## src/rtl/bshift_pkg.sv

```systemverilog
package bshift_pkg;

  // Operand source encodings carried on src_sel.
  typedef enum logic [1:0] {
    SRC_ACC_A   = 2'b00,
    SRC_ACC_B   = 2'b01,
    SRC_BUS     = 2'b10,
    SRC_BUS_ALT = 2'b11
  } src_sel_e;

  // Shift direction decoded from the sign of the count.
  typedef enum logic [1:0] {
    DIR_NONE  = 2'b00,
    DIR_RIGHT = 2'b01,
    DIR_LEFT  = 2'b10
  } dir_e;

endpackage

```

## src/rtl/bshift_count_dec.sv

```systemverilog
module bshift_count_dec
  import bshift_pkg::*;
#(
  parameter int CW     = 6,
  parameter int MAX_SH = 16,
  parameter int SW     = 5
) (
  input  logic signed [CW-1:0] amt,
  output dir_e                 dir,
  output logic [SW-1:0]        mag
);

  localparam int EW = CW + 1;

  // Magnitude limit: anything past MAX_SH becomes MAX_SH.
  function automatic logic [SW-1:0] clamp_mag(input logic [EW-1:0] m);
    if (m > EW'(MAX_SH)) return SW'(MAX_SH);
    return m[SW-1:0];
  endfunction

  logic [EW-1:0] amt_ext;
  logic [EW-1:0] amt_neg;

  assign amt_ext = {amt[CW-1], amt};
  assign amt_neg = EW'(0) - amt_ext;

  always_comb begin
    if (amt == '0) begin
      dir = DIR_NONE;
      mag = '0;
    end else if (amt[CW-1]) begin
      dir = DIR_LEFT;
      mag = clamp_mag(amt_neg);
    end else begin
      dir = DIR_RIGHT;
      mag = clamp_mag(amt_ext);
    end
  end

endmodule

```

## src/rtl/bshift_align.sv

```systemverilog
module bshift_align
  import bshift_pkg::*;
#(
  parameter int DW = 40,
  parameter int BW = 16
) (
  input  logic [1:0]    src_sel,
  input  logic          arith,
  input  dir_e          dir,
  input  logic [DW-1:0] acc_a,
  input  logic [DW-1:0] acc_b,
  input  logic [BW-1:0] bus_word,
  output logic [DW-1:0] field,
  output logic          is_bus
);

  localparam int XW = DW - 2 * BW;

  // Right-shift placement: word in the middle window, guard bits extended.
  function automatic logic [DW-1:0] place_right(input logic [BW-1:0] w, input logic ext);
    return {{XW{ext & w[BW-1]}}, w, {BW{1'b0}}};
  endfunction

  // Left-shift / pass placement: word in the bottom window.
  function automatic logic [DW-1:0] place_left(input logic [BW-1:0] w);
    return {{(DW-BW){1'b0}}, w};
  endfunction

  assign is_bus = src_sel[1];

  always_comb begin
    unique case (src_sel_e'(src_sel))
      SRC_ACC_A: field = acc_a;
      SRC_ACC_B: field = acc_b;
      default:   field = (dir == DIR_RIGHT) ? place_right(bus_word, arith)
                                            : place_left(bus_word);
    endcase
  end

endmodule

```

## src/rtl/bshift_core.sv

```systemverilog
module bshift_core
  import bshift_pkg::*;
#(
  parameter int DW = 40,
  parameter int SW = 5
) (
  input  logic [DW-1:0] field_in,
  input  dir_e          dir,
  input  logic [SW-1:0] mag,
  input  logic          arith,
  output logic [DW-1:0] field_out
);

  logic          fill_bit;
  logic [DW-1:0] stg [0:SW];

  assign fill_bit = arith & field_in[DW-1] & (dir == DIR_RIGHT);
  assign stg[0]   = field_in;

  // One power-of-two stage per bit of the magnitude.
  for (genvar k = 0; k < SW; k++) begin : g_stage
    localparam int D = 1 << k;
    logic [DW-1:0] rsh;
    logic [DW-1:0] lsh;
    if (D < DW) begin : g_part
      assign rsh = {{D{fill_bit}}, stg[k][DW-1:D]};
      assign lsh = {stg[k][DW-1-D:0], {D{1'b0}}};
    end else begin : g_full
      assign rsh = {DW{fill_bit}};
      assign lsh = '0;
    end
    assign stg[k+1] = !mag[k] ? stg[k] : ((dir == DIR_RIGHT) ? rsh : lsh);
  end

  assign field_out = stg[SW];

endmodule

```

## src/rtl/bshift_extract.sv

```systemverilog
module bshift_extract
  import bshift_pkg::*;
#(
  parameter int DW = 40,
  parameter int BW = 16
) (
  input  logic [DW-1:0] field,
  input  dir_e          dir,
  output logic [BW-1:0] bus_res
);

  // Window choice mirrors the placement chosen by the aligner.
  function automatic logic [BW-1:0] pick_window(input logic [DW-1:0] f, input logic right);
    return right ? f[2*BW-1:BW] : f[BW-1:0];
  endfunction

  assign bus_res = pick_window(field, dir == DIR_RIGHT);

endmodule

```

## src/rtl/bshift40_top.sv

```systemverilog
module bshift40_top
  import bshift_pkg::*;
#(
  parameter int DW     = 40,
  parameter int BW     = 16,
  parameter int CW     = 6,
  parameter int MAX_SH = 16
) (
  input  logic                 clk,
  input  logic                 rst_n,
  input  logic                 in_vld,
  input  logic [1:0]           src_sel,
  input  logic                 arith_mode,
  input  logic signed [CW-1:0] shift_amt,
  input  logic [DW-1:0]        acc_a,
  input  logic [DW-1:0]        acc_b,
  input  logic [BW-1:0]        bus_word,
  output logic                 out_vld,
  output logic [DW-1:0]        acc_result,
  output logic [BW-1:0]        bus_result
);

  localparam int SW = $clog2(MAX_SH + 1);

  dir_e          dec_dir;
  logic [SW-1:0] dec_mag;
  logic [DW-1:0] aligned;
  logic          src_is_bus;
  logic [DW-1:0] shifted;
  logic [BW-1:0] bus_pick;

  bshift_count_dec #(.CW(CW), .MAX_SH(MAX_SH), .SW(SW)) u_dec (
    .amt (shift_amt),
    .dir (dec_dir),
    .mag (dec_mag)
  );

  bshift_align #(.DW(DW), .BW(BW)) u_align (
    .src_sel  (src_sel),
    .arith    (arith_mode),
    .dir      (dec_dir),
    .acc_a    (acc_a),
    .acc_b    (acc_b),
    .bus_word (bus_word),
    .field    (aligned),
    .is_bus   (src_is_bus)
  );

  bshift_core #(.DW(DW), .SW(SW)) u_core (
    .field_in  (aligned),
    .dir       (dec_dir),
    .mag       (dec_mag),
    .arith     (arith_mode),
    .field_out (shifted)
  );

  bshift_extract #(.DW(DW), .BW(BW)) u_extract (
    .field   (shifted),
    .dir     (dec_dir),
    .bus_res (bus_pick)
  );

  always_ff @(posedge clk or negedge rst_n) begin
    if (!rst_n) begin
      out_vld    <= 1'b0;
      acc_result <= '0;
      bus_result <= '0;
    end else begin
      out_vld <= in_vld;
      if (in_vld) begin
        acc_result <= shifted;
        bus_result <= src_is_bus ? bus_pick : shifted[BW-1:0];
      end
    end
  end

endmodule

```

## config.mk

```make
export PLATFORM = sky130hd
export DESIGN_NAME = bshift40_top
export DESIGN_NICKNAME = d
export VERILOG_FILES = /design/src/rtl/bshift_pkg.sv /design/src/rtl/bshift_count_dec.sv /design/src/rtl/bshift_align.sv /design/src/rtl/bshift_core.sv /design/src/rtl/bshift_extract.sv /design/src/rtl/bshift40_top.sv
export SDC_FILE = /design/constraint.sdc
export NUM_CORES = 1
export LEC_CHECK = 0
export BUFFER_PORTS_ARGS = -buffer_cell sky130_fd_sc_hd__clkbuf_2
export CAP_MARGIN = 20
export CORE_MARGIN = 2
export CORE_UTILIZATION = 45
export DETAILED_ROUTE_END_ITERATION = 16
export PLACE_DENSITY = 0.7
export SLEW_MARGIN = 25
export SYNTH_ARGS = -nofsm -noshare
export SYNTH_HDL_FRONTEND = slang
export SYNTH_SLANG_ARGS = --single-unit
```

## constraint.sdc

```tcl
create_clock -name clk -period 3 [get_ports clk]
set_clock_uncertainty 0.15 [all_clocks]
set_input_delay 0 -clock clk [delete_from_list [all_inputs] [get_ports clk]]
set_output_delay 0 -clock clk [all_outputs]
set_load 0.02 [all_outputs]
```

# == Word level (Yosys, flattened, before mapping) ==
# Index checks and enable logic that the tools add are counted.
# op_classes
add_sub_neg,1
n_lt_le_gt_ge,2
eq_ne,2
n_mux,28
bitwise_logic,3
n_reduce_logical,2
# op_table
op,n
$mux 40,11
$pmux 40 s2,1
$mux 16,2
$mux 5,6
$gt 7x5->1 const B,2
$sub 1x6->7 const A,1
$logic_not 6->1,1
$mux 1,6
$eq 2x1->1 const B,2
$mux 2,2
$and 1x1->1,3
$logic_not 2->1,1
# word_totals
register_bits,57
out_inout_bits,57
wordCells,41

# == Depth between registers and ports, before layout ==
# Gate-level depths: netlist (run 1).
# depth
depth_word,19
depth_mapped,16
depth_no_buf,12

# == Hierarchy ==
# A second synthesis (run 1) with hierarchy kept.
# hier_totals
cells_unflattened,1188
hier_area_um2,9426.5
# modules_own_cells
mod,instances,cells_each,area_each_um2
bshift_core,1,858,5576.6
bshift40_top,1,155,2424.8
bshift_align,1,116,913.4
bshift_extract,1,19,262.8
bshift_count_dec,1,40,249.0

# == Worst setup path after synthesis (run 1) ==
# OpenSTA, ideal clock, no wires.
# synth_path
path_kind,input-to-reg
from,input shift_amt[0]
to,register bus_result[13]
setup_time_ns,0.124
arrival_time_ns,3.126
required_ns,2.726
setup_slack_ns,-0.400
path_stages,15
path_buffers,3
cell_sequence,clkinv_1 > clkbuf_1 > ha_1 > or3b_1 > buf_2 > xnor2_2 > nor2_2 > buf_2 > a21oi_1 > a222oi_1 > nand3_1 > a211o_1 > a21o_1 > a221oi_2 > nor2_1
# synth_via
elab_chain_len,19
# synth_lines
item,line_no,source
start: declaration,bshift40_top.sv:14,"input logic signed [CW-1:0] shift_amt,"
$sub 1x6->7,bshift_count_dec.sv:25,assign amt_neg = EW'(0) - amt_ext;
$gt 7x5->1,bshift_count_dec.sv:17,if (m > EW'(MAX_SH)) return SW'(MAX_SH);
$mux 1,bshift_count_dec.sv:17,
$mux 1,bshift_count_dec.sv:31,end else if (amt[CW-1]) begin
$mux 1,bshift_count_dec.sv:28,if (amt == '0) begin
$mux 5,bshift_count_dec.sv:18,return m[SW-1:0];
$mux 5,bshift_count_dec.sv:31,
$mux 5,bshift_count_dec.sv:28,
$mux 40 (9 in series),bshift_core.sv:32,assign stg[k+1] = !mag[k] ? stg[k] : ((dir == DIR_RIGHT) ? rsh : lsh);
$mux 16,bshift_extract.sv:14,return right ? f[2*BW-1:BW] : f[BW-1:0];
$mux 16 (*),bshift40_top.sv:72,bus_result <= src_is_bus ? bus_pick : shifted[BW-1:0];
end signal: assignment,bshift40_top.sv:72,
end: declaration,bshift40_top.sv:20,output logic [BW-1:0] bus_result
# Every way passes the cells marked *; elsewhere a longest branch is shown, timed or not. The select of a mux whose other input is x is not followed.
# A chain may end at the register's enable or synchronous reset.

# == Worst setup path in the final report (run 1) ==
# layout_path
from,input shift_amt[0]
to,register bus_result[11]
# The elaborated chain is that of the path after synthesis.

==> results.py, run 1 <==
metrics = {
    "run_status": {
        "status": "finished, violations left",
        "violations": "setup timing",
    },
    "clock_network": {
        "cts_root_buffer": "clkbuf_16",
        "worstSkewPairLatency_ns": 0.33,
        "path_clk_slew_ns": 0.05,
        "cts_tree": "built",
        "clk_path_buf_depth": 2,
        "clock-sinks": 57,
        "htree_num_levels": 3,
        "cts_buffers": 9,
    },
    "critical_path": {
        "arrival_ns": 3.08,
        "critPathKind": "in -> reg",
        "cp_slowest_cell": "a222oi_1",
        "cp-start-kind": "input port",
        "end_kind": "register",
        "crit_buf_inv": 7,
        "r2r_cells": 4,
        "cpMostUsedCell": "buf_6",
        "worstSetupPathDepth": 17,
        "path_max_fanout": 6,
        "r2r_start": "bus_result[2]",
        "reg2reg_slack_ns": 1.83,
        "crit_chain": "buf_8 > clkinv_4 > ha_4 > buf_6 > nor3b_4 > buf_6 > o211ai_1 > buf_4 > buf_6 > a31oi_2 > o21ai_4 > buf_4 > a222oi_1 > o221ai_2 > nand2_1 > o2111ai_2 > a221o_1",
        "cpPeakStageDelay_ns": 0.37,
        "path_delay_family": "compound AO/OA/AOI/OAI gates",
        "cp.required_ns": 3.05,
        "crit-reg2reg-capture": "bus_result[2]",
    },
    "global_routing": {
        "grt_max_degree": 72,
        "grt_overflow": 0,
        "grt_pass1_wl_um": 62000,
        "grt_pass1_vias": 10900,
        "antenna_found_initial": 0,
        "grtUsageTotal_pct": 44.8,
    },
    "cells_and_area": {
        "stdcell_count": 1728,
        "final_area_um2": 12300,
        "layout_commonest_cell": "buf_4",
        "final_cell_mix": "buf_4 (340), clkbuf_2 (162), nand2_1 (104)",
        "syn_to_final_growth_pct": 63.9,
        "regArea_um2": 1430,
        "diodes": 0,
        "multi_input_area_um2": 6380,
        "fin_nets": 1612,
        "fillers": 1270,
        "drive_above_1_share_pct": 46.6,
    },
    "die": {
        "rows": 47,
        "die_w_um": 133,
        "top_level_ports": 165,
        "dieArea_um2": 17800,
        "start_util_pct": 45.6,
        "core_um2": 16500,
        "fp.dieH_um": 133,
    },
    "routing": {
        "first_iter_violations": 1820,
        "drcViolationCount": 0,
        "dr.pass1.iters": 6,
        "via_per_inst": 6.75,
        "ant_nets": 0,
        "vias": 11700,
        "route.detailed.wl_per_inst_um": 24.5,
        "wirelength_um": 42400,
    },
    "placed_design": {
        "dp_cells": 1676,
        "dp_slack_ns": -0.655,
        "gp_congestion": 1.08,
        "dp_hpwl_um": 32700,
        "portBuffers": 164,
        "place_area_um2": 10900,
    },
    "sta": {
        "max_freq_ghz": 0.330,
        "hold_viol_final": 0,
        "rsz0062_at_grt": "yes",
        "fin_ws_ns": -0.0344,
        "slew_viol_final": 0,
        "finalCriticalPeriod_ns": 3.03,
        "finalSetupViolCount": 3,
        "tightest_slew_ns": 0.980,
        "post-route-period-util_pct": 101,
        "relSlewSlack_pct": 34.6,
    },
    "logic_synthesis": {
        "yosys.area.top_type": "dfrtp_1",
        "ys_ff_latch": 57,
        "synth_top_area_share_pct": 19.0,
        "ys.flop_type": "dfrtp_1",
        "synth.avg_cell_area_um2": 7.15,
        "seq_area_frac_synth_pct": 19.0,
        "synth_edf_count": 0,
        "synth_area_leaders": "dfrtp_1 (19%), a21oi_1 (6.3%), mux2i_1 (5.9%)",
        "synth_cell_type_count": 87,
        "synthCells": 1051,
        "synth_warnings": 0,
        "synth_fp_nets": 1160,
        "synth_async_sr_flop_share_pct": 100,
        "synthesis.area_um2": 7520,
    },
    "flow_run": {
        "max-cap-violations": 0,
    },
    "power_and_ir_drop": {
        "p_per_area_nw_per_um2": 426,
        "p_leak_nw": 5.52,
        "ir_drop_uv": 414,
    },
    "worst_hold_path": {
        "hp-class": "in -> async",
    },
}
metal layers:
metal  routed length [um]  global-route usage (%)  up-vias  share of wire, %
met5                    0                       0        -                 0
met4                 1920                    14.1        0               4.5
met3                 5670                    12.0      208                13
met2                18400                    69.8      927                43
met1                16400                    60.8     5498                39
li1                     -                       -     5032                 -
stage by stage:
step	power (mW)	hold WS, ns	util (%)	TNS, ns
global placement	3.66	0.0137	66.1	-22.80
CTS	4.90	0.234	70.1	-0.0607
finish	5.24	0.214	74.8	-0.0612
detailed placement	3.69	0.0405	66.1	-25.37
global route	5.42	0.287	74.8	-0.925
floorplan	2.34	-0.446	-	-0.00584
cell usage after synthesis (4+ instances only):
library cell	number
nand2_1	105
nor2_1	102
a21oi_1	95
o21ai_0	74
clkbuf_1	64
dfrtp_1	57
nand3_1	46
mux2i_1	44
a22oi_1	31
o22ai_1	31
a31oi_1	29
buf_2	25
nor3_1	24
a211oi_1	21
a221oi_1	21
o211ai_1	21
mux2_2	20
o221ai_1	15
o21ai_1	14
a22o_1	12
inv_1	12
o31ai_1	11
a21o_1	10
and3_1	9
nand4_1	9
a211o_1	7
a221o_1	7
a222oi_1	6
a32oi_1	6
nand2b_1	6
nor4_1	6
o2bb2ai_1	6
and2_1	5
nor2b_1	5
o21a_1	5
o22a_1	5
a31o_1	4
a32o_1	4
o2111ai_1	4
o32ai_1	4
xnor2_2	4
tightest hold or removal path, stage by stage:
cell           delay [ns]
dlygate4sd3_1        0.53
clkbuf_2             0.10
buf_4                0.57
sequential cells by signal, indices dropped and copies added, names as in the netlist:
name / cells
acc_result: 40
bus_result: 16
out_vld: 1
layout make-up:
class	instances	share of cell area, %
Sequential cell	57	11.6
Tap cell	220	2.24
Inverter	14	0.488
Multi-Input combinational cell	885	51.8
Clock buffer	9	1.83
Clock inverter	7	0.762
Timing Repair Buffer	536	31.3
worst max path at each step:
stage	slack [ns]	from	end
after detailed placement	-0.65	shift_amt[1]	bus_result[11]
after floorplan	-0.005	shift_amt[0]	bus_result[13]
after CTS	-0.03	shift_amt[1]	bus_result[13]
after global routing	-0.12	shift_amt[0]	bus_result[11]
final	-0.03	shift_amt[0]	bus_result[11]
after global placement	-0.57	shift_amt[1]	bus_result[11]
report_power, final:
part | internal, mW | total, mW | switching [mW]
Combinational | 1.36 | 3.14 | 1.78
Sequential | 0.909 | 0.992 | 0.0835
Clock | 0.726 | 1.11 | 0.383
kinds of logic (layout without fill, tap and decap cells):
family          count (synthesis)  after routing  synth area share (%)
compound gates                477            477                  43.9
xor+xnor                        6              6                  1.20
fa+ha+maj                       1              1                 0.166
buf+inv                       109            566                  6.11
flops                          57             57                  19.0
mux                            65             65                  9.01
simple gates                  336            336                  20.6
what timing repair did:
action / 4_1_cts / 5_1_grt
hold buffers: 2 / 0
hold endpoints to repair: 59 / 0
setup endpoints to repair: 52 / 55
resized for setup: 36 / 125
pin swaps: 12 / 49
cloned: 0 / 1
buffers inserted: 13 / 22
(Power assumes the default switching activity.)
==> inputs of run 2 (changes only) <==
--- a/config.mk
+++ b/config.mk
@@ -10,7 +10,7 @@
 export CORE_MARGIN = 2
 export CORE_UTILIZATION = 45
 export DETAILED_ROUTE_END_ITERATION = 16
-export PLACE_DENSITY = 0.7
+export PLACE_DENSITY = 0.68
 export SLEW_MARGIN = 25
 export SYNTH_ARGS = -nofsm -noshare
 export SYNTH_HDL_FRONTEND = slang
==> run 2 against run 1 <==
Compared with the run above: non-clock buffer count is 28 lower; die area stayed put; total power is 0.61% higher; final cell count is 1.6% lower; first-iteration DRC count is 2.5% lower; final area is 1.4% lower; sequential cell count stayed put; the run still ends with setup timing left; via count is 1.5% lower; largest power group unchanged.
==> results.py, run 2 (synthesis results as in run 1) <==
metrics = {
    "clock_network": {
        "path_clk_slew_ns": 0.06,
        "clock-sinks": 57,
        "worstSkewPairLatency_ns": 0.33,
        "htree_num_levels": 3,
        "cts_tree": "built",
        "clk_path_buf_depth": 2,
        "cts_buffers": 9,
        "cts_root_buffer": "clkbuf_16",
    },
    "global_routing": {
        "grtUsageTotal_pct": 44.8,
        "antenna_found_initial": 0,
        "grt_pass1_wl_um": 61700,
        "grt_overflow": 0,
        "grt_pass1_vias": 11000,
        "grt_max_degree": 45,
    },
    "cells_and_area": {
        "largest_reg_flops": 40,
        "diodes": 0,
        "syn_to_final_growth_pct": 61.5,
        "final_cell_mix": "buf_4 (313), clkbuf_2 (161), nand2_1 (104)",
        "fin_nets": 1585,
        "drive_above_1_share_pct": 44.5,
        "final_area_um2": 12100,
        "layout_commonest_cell": "buf_4",
        "largest_register": "acc_result",
        "top_regs": "acc_result x40, bus_result x16, out_vld x1",
        "fin_util_pct": 73.7,
    },
    "routing": {
        "first_iter_violations": 1774,
        "vias": 11500,
        "wirelength_um": 41900,
        "ant_nets": 0,
        "drcViolationCount": 0,
        "dr.pass1.iters": 7,
        "via_per_inst": 6.76,
        "route.detailed.wl_per_inst_um": 24.7,
    },
    "die": {
        "core_um2": 16500,
        "rows": 47,
        "fp.dieH_um": 133,
        "top_level_ports": 165,
        "dieArea_um2": 17800,
        "die_w_um": 133,
        "start_util_pct": 45.6,
    },
    "critical_path": {
        "path_max_fanout": 6,
        "critPathKind": "in -> reg",
        "cp.required_ns": 3.06,
        "cp-start-kind": "input port",
        "arrival_ns": 3.09,
        "end_kind": "register",
    },
    "sta": {
        "slew_viol_final": 0,
        "finalSetupViolCount": 3,
        "finalCriticalPeriod_ns": 3.04,
        "tightest_slew_ns": 1.03,
        "hold_viol_final": 0,
        "max_freq_ghz": 0.329,
        "post-route-period-util_pct": 101,
        "fin_ws_ns": -0.0365,
        "relSlewSlack_pct": 31.4,
        "rsz0062_at_grt": "yes",
    },
    "placed_design": {
        "dp_hpwl_um": 32100,
        "place_area_um2": 10800,
        "portBuffers": 164,
        "gp_congestion": 1.07,
    },
    "flow_run": {
        "max-cap-violations": 0,
    },
    "power_and_ir_drop": {
        "p_leak_nw": 5.41,
        "ir_drop_uv": 508,
        "p_per_area_nw_per_um2": 434,
    },
    "run_status": {
        "violations": "setup timing",
        "status": "finished, violations left",
    },
    "worst_hold_path": {
        "hp-class": "in -> async",
    },
}
[run 2: path summary, 6_finish.rpt]
path,endpoint,from,cells past startpoint,slack (ns)
setup / recovery,bus_result[13],shift_amt[1],15,-0.04
hold / removal,acc_result[10],rst_n,2,0.07
setup reg to reg,bus_result[2],bus_result[2],4,1.83
hold reg to reg,bus_result[5],bus_result[5],1,0.33
max in group asynchronous,bus_result[7],rst_n,3,2.00
min in group clk,bus_result[15],src_sel[1],5,0.23
[run 2: cell type report]
type	instances	area (um2)
Fill cell	1296	4330
Clock buffer	11	243
Timing Repair Buffer	508	3700
Sequential cell	57	1430
Multi-Input combinational cell	886	6330
Inverter	14	62.6
Tap cell	220	275
Clock inverter	5	103
[run 2: critical path, stage by stage]
cell	delay, ns
buf_8	0.10
inv_6	0.05
ha_4	0.12
buf_6	0.09
or4b_4	0.48
buf_12	0.16
and3_4	0.17
a31o_4	0.22
o21a_4	0.22
a222oi_1	0.42
nand3_1	0.23
a211o_1	0.33
a21o_1	0.18
a221oi_2	0.23
nor2_1	0.08
[run 2: routing by layer]
metal  vias up  wire length (um)  GRT usage, %
met5         -                 0             0
met4         0              1760          16.6
met3       174              5730          15.3
met2       893             18300          68.9
met1      5445             16200          58.4
li1       4980                 -             -
[run 2: metrics by stage]
step / std cells / hold slack [ns] / TNS (ns) / power, mW / setup slack (ns)
2_1_floorplan: 1051 / -0.446 / -0.00584 / 2.34 / -0.00532
3_3_place_gp: 1653 / 0.0774 / -23.05 / 3.63 / -0.728
3_5_place_dp: 1653 / 0.101 / -24.79 / 3.66 / -0.760
4_1_cts: 1686 / 0.204 / -0.107 / 4.96 / -0.0495
5_1_grt: 1701 / 0.108 / -0.915 / 5.44 / -0.0931
6_report: 1701 / 0.0666 / -0.0725 / 5.27 / -0.0365
[run 2: timing repair]
action / in CTS / in global routing
endpoints found under the setup margin: 49 / 52
resized for setup: 36 / 96
endpoints found under the hold margin: 48 / 0
hold buffers: 2 / 0
setup buffers: 14 / 14
gates cloned: 1 / 1
pin swaps: 13 / 35
[run 2: where the power goes]
part	internal, mW	total (mW)	switching (mW)
Clock	0.832	1.20	0.364
Combinational	1.33	3.08	1.75
Sequential	0.909	0.998	0.0885
